--- config.mk ---
export PLATFORM = sky130hd
export DESIGN_NAME = bus_addr_stage
export DESIGN_NICKNAME = d
export VERILOG_FILES = /design/src/rtl/bus_addr_stage_pkg.sv /design/src/rtl/bas_launch.sv /design/src/rtl/bas_out_reg.sv /design/src/rtl/bas_oe_ctrl.sv /design/src/rtl/bus_addr_stage.sv
export SDC_FILE = /design/constraint.sdc
export NUM_CORES = 1
export LEC_CHECK = 0
export BUFFER_PORTS_ARGS = -buffer_cell sky130_fd_sc_hd__buf_2
export CAP_MARGIN = 10
export CORE_MARGIN = 4
export CORE_UTILIZATION = 45
export DETAILED_ROUTE_END_ITERATION = 8
export PLACE_DENSITY = 0.76
export REMOVE_ABC_BUFFERS = 1
export SLEW_MARGIN = 40
export SYNTH_ARGS = -nofsm -noshare
export SYNTH_HDL_FRONTEND = slang
export SYNTH_SLANG_ARGS = --single-unit
--- constraint.sdc ---
create_clock -name clk -period 1.63 [get_ports clk]
set_input_delay 0.163 -clock clk [delete_from_list [all_inputs] [get_ports clk]]
set_output_delay 0.163 -clock clk [all_outputs]
set_load 0.02 [all_outputs]
--- src/rtl/bus_addr_stage_pkg.sv ---
package bus_addr_stage_pkg;
  localparam int SIZE_W = 2;

  typedef enum logic [SIZE_W-1:0] {
    SZ_BYTE = 2'b00,
    SZ_HALF = 2'b01,
    SZ_WORD = 2'b10,
    SZ_RSVD = 2'b11
  } acc_size_e;

  typedef struct packed {
    acc_size_e size;
    logic      write;
    logic      lock;
    logic      fetch;
    logic      trans;
  } attr_t;

  localparam int ATTR_W = $bits(attr_t);
endpackage

--- src/rtl/bas_launch.sv ---
module bas_launch
  import bus_addr_stage_pkg::*;
#(
  parameter int ADDR_W = 32
) (
  input  logic              clk,
  input  logic              rst,
  input  logic              ph2,
  input  logic              pipe_en,
  input  logic              latch_open,
  input  logic [ADDR_W-1:0] nxt_addr,
  input  attr_t             nxt_attr,
  output logic              load,
  output logic [ADDR_W-1:0] load_addr,
  output attr_t             load_attr
);
  // Second-phase capture used by the late-launch path.
  logic [ADDR_W-1:0] held_addr;
  attr_t             held_attr;
  logic              in_window;

  always_ff @(posedge clk) begin
    if (rst) begin
      held_addr <= '0;
      held_attr <= '0;
    end else if (ph2) begin
      held_addr <= nxt_addr;
      held_attr <= nxt_attr;
    end
  end

  always_comb begin
    in_window = pipe_en ? ph2 : ~ph2;
    load      = in_window & latch_open;
    load_addr = pipe_en ? nxt_addr : held_addr;
    load_attr = pipe_en ? nxt_attr : held_attr;
  end
endmodule

--- src/rtl/bas_out_reg.sv ---
module bas_out_reg #(
  parameter int W = 8
) (
  input  logic         clk,
  input  logic         rst,
  input  logic         en,
  input  logic [W-1:0] d,
  output logic [W-1:0] q
);
  always_ff @(posedge clk) begin
    if (rst)     q <= '0;
    else if (en) q <= d;
  end
endmodule

--- src/rtl/bas_oe_ctrl.sv ---
module bas_oe_ctrl #(
  parameter int N_GRP = 2
) (
  input  logic             clk,
  input  logic             rst,
  input  logic             test_en,
  input  logic [N_GRP-1:0] grp_en,
  output logic [N_GRP-1:0] grp_oe
);
  for (genvar g = 0; g < N_GRP; g++) begin : g_oe
    always_ff @(posedge clk) begin
      if (rst) grp_oe[g] <= 1'b0;
      else     grp_oe[g] <= grp_en[g] & test_en;
    end
  end
endmodule

--- src/rtl/bus_addr_stage.sv ---
module bus_addr_stage
  import bus_addr_stage_pkg::*;
#(
  parameter int ADDR_W = 32
) (
  input  logic              clk,
  input  logic              rst,
  input  logic              ph2,
  input  logic              pipe_en,
  input  logic              latch_open,
  input  logic [ADDR_W-1:0] core_addr,
  input  logic [1:0]        core_size,
  input  logic              core_write,
  input  logic              core_lock,
  input  logic              core_fetch,
  input  logic              core_trans,
  input  logic              addr_en,
  input  logic              data_en,
  input  logic              test_en,
  output logic [ADDR_W-1:0] bus_addr,
  output logic [1:0]        bus_size,
  output logic              bus_write,
  output logic              bus_lock,
  output logic              bus_fetch,
  output logic              bus_trans,
  output logic              addr_oe,
  output logic              data_oe
);
  localparam int BUS_W = ADDR_W + ATTR_W;
  localparam int GRP_ADDR = 0;
  localparam int GRP_DATA = 1;
  localparam int N_GRP = 2;

  attr_t             nxt_attr;
  attr_t             load_attr;
  attr_t             out_attr;
  logic [ADDR_W-1:0] load_addr;
  logic [ADDR_W-1:0] out_addr;
  logic              load;
  logic [N_GRP-1:0]  grp_en;
  logic [N_GRP-1:0]  grp_oe;

  always_comb begin
    nxt_attr.size  = acc_size_e'(core_size);
    nxt_attr.write = core_write;
    nxt_attr.lock  = core_lock;
    nxt_attr.fetch = core_fetch;
    nxt_attr.trans = core_trans;
  end

  bas_launch #(.ADDR_W(ADDR_W)) u_launch (
    .clk(clk), .rst(rst), .ph2(ph2), .pipe_en(pipe_en),
    .latch_open(latch_open), .nxt_addr(core_addr), .nxt_attr(nxt_attr),
    .load(load), .load_addr(load_addr), .load_attr(load_attr)
  );

  bas_out_reg #(.W(BUS_W)) u_out (
    .clk(clk), .rst(rst), .en(load),
    .d({load_addr, load_attr}),
    .q({out_addr, out_attr})
  );

  always_comb begin
    grp_en           = '0;
    grp_en[GRP_ADDR] = addr_en;
    grp_en[GRP_DATA] = data_en;
  end

  bas_oe_ctrl #(.N_GRP(N_GRP)) u_oe (
    .clk(clk), .rst(rst), .test_en(test_en),
    .grp_en(grp_en), .grp_oe(grp_oe)
  );

  assign bus_addr  = out_addr;
  assign bus_size  = out_attr.size;
  assign bus_write = out_attr.write;
  assign bus_lock  = out_attr.lock;
  assign bus_fetch = out_attr.fetch;
  assign bus_trans = out_attr.trans;
  assign addr_oe   = grp_oe[GRP_ADDR];
  assign data_oe   = grp_oe[GRP_DATA];
endmodule

# ---- Yosys cells after proc, flatten, opt, wreduce, memory -nomap -nowiden
# Cells that the tools add are included.
dict set report totals {
  ff_bits 78
  in_bits 46
  out_inout_bits 40
  word_cells 16
}
dict set report classes {
  mux 3
  bitwise 4
}
# operator n
set op_table {}
lappend op_table {{$mux W32} 1}
lappend op_table {{$mux W6} 1}
lappend op_table {{$and A1 B1 Y1} 3}
lappend op_table {{$mux W1} 1}
lappend op_table {{$not A1 Y1} 1}

# ---- Depth between registers and ports, before layout
# Gate-level depths: netlist of run 1.
dict set report depth {
  ltp_word 3
  depth_mapped 6
}

# ---- Cells and area by module
# From an unflattened synthesis of run 1, not the netlist that was laid out.
dict set report hier_totals {
  cells_unflattened 293
  hier_area_um2 3295.7
}
# module instances cells_each area_each_um2
set modules_own_cells {}
lappend modules_own_cells {bas_launch 1 167 1879.3}
lappend modules_own_cells {bas_out_reg 1 122 1358.8}
lappend modules_own_cells {bas_oe_ctrl 1 4 57.6}

# ---- Worst setup path before layout of run 1
# No wires, ideal clock.
dict set report synth_timing {
  path_kind {input -> register}
  startpoint {in pipe_en}
  endpoint {reg u_out.q[25]}
  setup_time_ns 0.081
  arrival_ns 1.033
  required_time_ns 1.549
  slack_ns 0.515
  path_stages 6
  cell_sequence {buf_4 -> xnor2_2 -> and2_1 -> buf_4 -> buf_6 -> a211oi_2}
}
dict set report synth_between {
  elab_chain_len 2
  elab_cells_between_ends 3
}
# item line
set synth_rtl {}
lappend synth_rtl {{from (decl)} bus_addr_stage.sv:9} ;# input logic pipe_en,
lappend synth_rtl {{$mux W1} bas_launch.sv:33} ;# in_window = pipe_en ? ph2 : ~ph2;
lappend synth_rtl {{$and A1 B1 Y1} bas_launch.sv:34} ;# load = in_window & latch_open;
lappend synth_rtl {{to (signal assigned)} bas_out_reg.sv:11} ;# if (rst) q <= '0;
lappend synth_rtl {{to (signal assigned)} bas_out_reg.sv:12} ;# else if (en) q <= d;
lappend synth_rtl {{to (decl)} bas_out_reg.sv:8} ;# output logic [W-1:0] q
# Several ways; a longest one is shown, not always the timed one.
# A chain may end at the register's enable or synchronous reset.

# ---- Worst setup path in the final report of run 1
dict set report layout_timing {
  startpoint {in pipe_en}
  endpoint {reg u_out.q[19]}
}
# Same word-level chain as after synthesis.

==> results of run 1 <==
sequential cells by signal (all words and copies together) (netlist names):
name and count:
u_oe.grp_oe 2, u_launch.held_addr 32, u_out.q 38, u_launch.held_attr 6
worst max path at each step:
| stage | start | to | slack, ns | cells after the start |
|---|---|---|---|---|
| after floorplan | ph2 | u_out.q[0] | -0.84 | 3 |
| after global placement | ph2 | u_out.q[12] | 0.06 | 4 |
| after detailed placement | pipe_en | u_out.q[29] | 0.17 | 4 |
| after CTS | pipe_en | u_out.q[29] | 0.54 | 4 |
| after global routing | pipe_en | u_out.q[11] | 0.45 | 4 |
| final | pipe_en | u_out.q[19] | 0.54 | 4 |
layout by cell type, fill, tap and decap left out:
master / count
a211oi_1: 18
a211oi_2: 20
a21oi_1: 38
and2_4: 1
and3b_1: 2
buf_12: 1
buf_2: 85
buf_4: 5
bufinv_16: 3
clkbuf_1: 2
clkbuf_8: 11
dfxtp_1: 78
mux2i_1: 76
nor2_1: 38
xnor2_4: 1
critical path: stages:
cell      delay [ns]
buf_2           0.14
buf_4           0.57
mux2i_1         0.30
a211oi_2        0.09
layout make-up:
type | instances | area (sq um) | share of cell area, %
sequential | 78 | 1562 | 39.57
multi-input combinational | 194 | 1533 | 38.84
timing repair buffer | 91 | 483.0 | 12.24
clock buffer | 13 | 158.9 | 4.027
tap | 96 | 120.1 | 3.044
clock inverter | 3 | 90.09 | 2.283
power by group through the flow:
stage          Sequential [W]  Clock, W  Combinational, W
2_1_floorplan         0.00224         0          0.000316
3_3_place_gp          0.00215         0          0.000714
3_5_place_dp          0.00215         0          0.000738
4_1_cts               0.00211   0.00180          0.000737
5_1_grt               0.00213   0.00188          0.000800
6_report              0.00211   0.00174          0.000728
cell families (layout without fill, tap and decap cells):
kind of cell	Yosys count	in the layout	synth area share (%)
multiplexers	76	76	23.30
AO/OA/AOI/OAI	76	76	17.62
buffers and inverters	31	107	5.670
AND/OR/NAND/NOR	41	41	5.096
XOR/XNOR	1	1	0.4982
flip-flops	78	78	47.82
metrics by stage:
step	utilization (%)	worst slack [ns]
final	57.14	0.5390
after detailed placement	53.53	0.1740
after floorplan	-	-0.8407
after CTS	57.14	0.5422
after global routing	57.14	0.4468
after global placement	53.51	0.05934
per-layer routing:
layer	global-route usage (%)	vias to the layer above	routed length [microns]
li1	-	1233	-
met1	19.77	1166	3076
met2	28.13	68	3305
met3	4.103	11	438
met4	6.838	0	103
met5	0	-	0
==> out/qor.yml, run 1 <==
sta:
  timing.hold.ws_ns: 0.05946
  setup_viol: 0
  skew_ns: 0.008194
  period_minus_slack_ns: 1.091
  finalSetupTns_ns: 0
  slew-limit-headroom_pct: 53.32
  tightest_slew_ns: 0.7002
  fmax_mhz: 916.6
  rsz0062_at_grt: "false"
  finalHoldViolCount: 0
  finalCritPeriodShare_pct: 66.93
  drv_slew: 0
yosys:
  async_flop_share_pct: 0
  synth_seq_area_share_pct: 47.82
  ys_ff_latch: 78
  synth_ff_type: "dfxtp_1"
  synth_cells: 303
  synth-edff-count: 0
  synthTopCellsByArea: "dfxtp_1 (48%), mux2i_1 (23%), a211oi_2 (7.7%)"
  yosys.area.top_type: "dfxtp_1"
  avgSynthCellArea_sq_um: 10.78
  yosys_warnings: 0
  synth_cell_types: 14
  netlist.area_leader.share_pct: 47.82
  synth.most_common_cell: "dfxtp_1"
  synthTopCellsByCount: "dfxtp_1 (78), mux2i_1 (76), a21oi_1 (38), nor2_1 (38), a211oi_2 (20)"
  synthesis.area_sq_um: 3266
critical_path:
  reg2reg_from: "u_launch.held_addr[6]"
  crit_fanout: 38
  crit_arrival_ns: 1.29
  reg2regPathDepth: 2
  crit_required_ns: 1.83
  r2r_end: "u_out.q[12]"
  critPathLaunchType: "primary input"
  r2r_setup_slack_ns: 0.87
  cp-end-kind: "flip-flop"
  criticalPathCategory: "in2reg"
pwr:
  combPwrFrac_pct: 15.9
  seqPwrFrac_pct: 46.1
  power_frac_clock_pct: 38.0
  power.leakage_nw: 1.815
  p_per_area_nw_per_um2: 1161
  swShare_pct: 24.92
  p_int_w: 0.003441
  switchingPower_w: 0.001142
  vdd_drop_max_v: 0.0005201
  finalPower_w: 0.004582
clock_network:
  clockBufferDepth: 2
  clock_sinks: 78
  root_buffer: "clkbuf_8"
  post_cts_buffers: 0
  cts_buffers: 9
  clk_pin_slew_ns: 0.07
  cts.repair.resized: 0
  worstSkewPairLatency_ns: 0.34
  cts_tree: "done"
  ctsHoldBuffers: 0
  cts_max_level: 3
placed_design:
  numPlacedInstances: 459
  place.port_buffers: 85
  gp_congestion: 0.7493
  dp_hpwl_microns: 4489
  place_area_sq_um: 3697
routing:
  vias: 2478
  via_per_inst: 5.217
  drtPass1Iterations: 4
  drcViolationCount: 0
  drtAntennaViolNets: 0
  routedWlPerCell_microns: 14.58
  routed_wirelength_microns: 6925
  drt-initial-drc-count: 59
finish:
  fill_cells: 667
  n_antenna_cell: 0
  fin_cells: 475
  syn_to_final_growth_pct: 20.84
  layout.nets: 420
  stdcell_area_sq_um: 3946
  drive_gt1_share_pct: 33.51
die:
  die-area_sq_um: 8683
  start_util_pct: 47.28
  io_pins: 86
  die_w_microns: 93.19
  core_area_sq_um: 6907
  core.rowCount: 30
  die-height_microns: 93.19
hold_path:
  hold_path_class: "in2reg"
  min_to: "u_oe.grp_oe[1]"
  hold_start: "data_en"
  hold_depth: 2
global_route:
  grt_max_degree: 49
  grt_overflow: 0
  grt_use_total_pct: 16.50
  grt_antenna_before_repair: 0
  first_global_vias: 2517
  grt_pass1_wl_microns: 11540
status:
  outcome: "finished, final reports clean"
flow_run:
  drv_cap: 0
(Power assumes the default switching activity.)
==> inputs of run 2 (changes only) <==
--- a/config.mk
+++ b/config.mk
@@ -5,6 +5,7 @@
 export SDC_FILE = /design/constraint.sdc
 export NUM_CORES = 1
 export LEC_CHECK = 0
+export ABC_AREA = 1
 export BUFFER_PORTS_ARGS = -buffer_cell sky130_fd_sc_hd__buf_2
 export CAP_MARGIN = 10
 export CORE_MARGIN = 4
==> constraint.sdc (replaced) <==
create_clock -name clk -period 1.1 [get_ports clk]
set_input_delay 0.11 -clock clk [delete_from_list [all_inputs] [get_ports clk]]
set_output_delay 0.11 -clock clk [all_outputs]
set_load 0.02 [all_outputs]
==> out/qor.yml, run 2 <==
yosys:
  synth.most_common_cell: "nand2_1"  # was dfxtp_1
  async_flop_share_pct: 0  # unchanged
  synthTopCellsByCount: "nand2_1 (144), nor2_1 (104), dfxtp_1 (78)"  # was dfxtp_1 (78), mux2i_1 (76), a21oi_1 (38), nor2_1 (38), a211oi_2 (20)
  synth_ff_type: "dfxtp_1"  # unchanged
  synthTopCellsByArea: "dfxtp_1 (47%), nand2_1 (16%), nor2_1 (12%)"  # was dfxtp_1 (48%), mux2i_1 (23%), a211oi_2 (7.7%)
  synth_cells: 512  # was 303
  synth-edff-count: 0  # unchanged
  synth_seq_area_share_pct: 46.81  # was 47.82%
  synthesis.area_sq_um: 3336  # was 3266 sq um
  synth_cell_types: 13  # was 14
  yosys.area.top_type: "dfxtp_1"  # unchanged
  yosys_warnings: 0  # unchanged
  avgSynthCellArea_sq_um: 6.515  # was 10.78 sq um
  netlist.area_leader.share_pct: 46.81  # was 47.82%
  ys_ff_latch: 78  # unchanged
critical_path:
  slowest_delay_ns: 0.36  # was 0.57 ns
  critPathLaunchType: "flip-flop"  # was primary input
  crit_fanout: 2  # was 38
  path_delay_family: "flip-flops"  # was buffers and inverters
  crit_arrival_ns: 0.88  # was 1.29 ns
  crit_required_ns: 0.99  # was 1.83 ns
  cp-end-kind: "output port"  # was flip-flop
  cpMaxStageDelayCell: "dfxtp_1"  # was buf_4
  cp.buffers_inverters: 1  # was 2
  crit_chain: "buf_2"  # was buf_2 -> buf_4 -> mux2i_1 -> a211oi_2
  criticalPathCategory: "reg2out"  # was in2reg
routing:
  drt-initial-drc-count: 93  # was 59
  drtAntennaViolNets: 0  # unchanged
  vias: 3241  # was 2,478
  drcViolationCount: 0  # unchanged
  routed-wl-met3_microns: 564  # was 438 microns
  routed_wirelength_microns: 7561  # was 6925 microns
  drtPass1Iterations: 4  # unchanged
  wl_met2_microns: 3540  # was 3305 microns
  routedWlPerCell_microns: 10.91  # was 14.58 microns
  top_layer: "met4"  # unchanged
  via_per_inst: 4.677  # was 5.217
  met1_length_microns: 3346  # was 3076 microns
pwr:
  vdd_drop_max_v: 0.0006869  # was 0.0005201 V
  p_per_area_nw_per_um2: 1511  # was 1161 nW/um^2
  power.leakage_nw: 2.175  # was 1.815 nW
global_route:
  grt_use_total_pct: 17.25  # was 16.50%
  grt_overflow: 0  # unchanged
  grt_max_degree: 64  # was 49
  grt_antenna_before_repair: 0  # unchanged
  grt_pass1_wl_microns: 12240  # was 11,540 microns
  first_global_vias: 2794  # was 2,517
sta:
  setup_ws_ns: 0.1119  # was 0.5390 ns
  period_minus_slack_ns: 0.9881
  finalSetupTns_ns: 0  # unchanged
  fmax_mhz: 1012
  skew_ns: 0.009957  # was 0.008194 ns
  slew-limit-headroom_pct: 82.61  # was 53.32%
  setup_viol: 0  # unchanged
  finalHoldViolCount: 0  # unchanged
  tightest_slew_ns: 0.2609  # was 0.7002 ns
  rsz0062_at_grt: "false"  # unchanged
  finalCritPeriodShare_pct: 89.83
  drv_slew: 0  # unchanged
finish:
  fill_cells: 726  # was 667
  drive_gt1_share_pct: 18.69  # was 33.51%
  top_register: "u_out.q"  # unchanged
  fin_cells: 693  # was 475
  layout.nets: 638  # was 420
  final_cell_mix: "nand2_1 (144), nor2_1 (104), buf_2 (85)"  # was buf_2 (85), dfxtp_1 (78), mux2i_1 (76)
  largest_register_ffs: 38  # unchanged
  final_util_pct: 56.89  # was 57.14%
  syn_to_final_growth_pct: 23.03  # was 20.84%
  register_area_sq_um: 1562  # unchanged
  n_antenna_cell: 0  # unchanged
  final_common_cell: "nand2_1"  # was buf_2
  largest_registers: "u_out.q: 38 flops, u_launch.held_addr: 32 flops, u_launch.held_attr: 6 flops"  # unchanged
  multi_input_area_sq_um: 1381  # was 1533 sq um
  stdcell_area_sq_um: 4104  # was 3946 sq um
placed_design:
  place_area_sq_um: 3877  # was 3697 sq um
  dp_hpwl_microns: 4973  # was 4489 microns
  place.port_buffers: 85  # unchanged
  numPlacedInstances: 675  # was 459
  gp_congestion: 0.7757  # was 0.7493
  post-place-ws_ns: 0.09974  # was 0.1740 ns
die:
  die-area_sq_um: 8854  # was 8683 sq um
  start_util_pct: 46.24  # was 47.28%
  core_area_sq_um: 7214  # was 6907 sq um
  core.rowCount: 31  # was 30
  die-height_microns: 94.10  # was 93.19 microns
  die_w_microns: 94.10  # was 93.19 microns
  io_pins: 86  # unchanged
clock_network:
  cts_tree: "done"  # unchanged
  clk_pin_slew_ns: 0.08  # was 0.07 ns
  worstSkewPairLatency_ns: 0.34  # about the same
  root_buffer: "clkbuf_8"  # unchanged
  ctsHoldBuffers: 5  # was 0
  cts_buffers: 9  # unchanged
  clock_sinks: 78  # unchanged
  post_cts_buffers: 0  # unchanged
  clockBufferDepth: 2  # unchanged
  cts.repair.resized: 0  # unchanged
  cts_max_level: 3  # unchanged
flow_run:
  drv_cap: 0  # unchanged
status:
  outcome: "finished, final reports clean"  # unchanged
hold_path:
  hold_path_class: "in2reg"  # unchanged
[run 2: worst paths after layout]
path / from / endpoint / slack, ns / depth (start not counted)
hold reg to reg: u_launch.held_addr[7] / u_launch.held_addr[7] / 0.45 / 2
setup reg to reg: u_launch.held_addr[19] / u_out.q[25] / 0.35 / 4
hold / removal: core_size[1] / u_launch.held_attr[5] / 0.01 / 3
setup / recovery: u_out.q[1] / bus_fetch / 0.11 / 1
[run 2: where the power goes]
group	total, W	switching (W)	internal [W]
clock	0.00203	0.000955	0.00107
combinational	0.00105	0.000661	0.000393
sequential	0.00312	0.0000874	0.00303
total	0.00620	0.00170	0.00450
[run 2: cells by family (layout without fill, tap and decap cells)]
kind of cell	Yosys count	after routing	share of synthesized area, %
buf+inv	97	179	11.78
flops	78	78	46.81
compound gates	88	88	13.20
simple gates	249	249	28.21
[run 2: final cells by class]
cell class	count	area share (%)
sequential	78	38.05
clock buffer	11	3.445
tap	99	3.018
inverter	66	6.037
timing repair buffer	100	14.94
multi-input combinational	337	33.66
clock inverter	2	0.8537
[run 2: layer usage]
layer / GRT usage (%) / vias up
met1: 21.32 / 1437
met3: 4.888 / 13
met4: 5.776 / 0
met2: 28.80 / 99
li1: - / 1692
met5: 0 / -
[run 2: metrics by stage]
stage	hold slack, ns	total power, W
6_report	0.01263	0.006201
4_1_cts	0.003108	0.006267
3_5_place_dp	0.3087	0.004229
3_3_place_gp	0.3090	0.004188
2_1_floorplan	0.1815	0.003803
5_1_grt	0.01963	0.006523
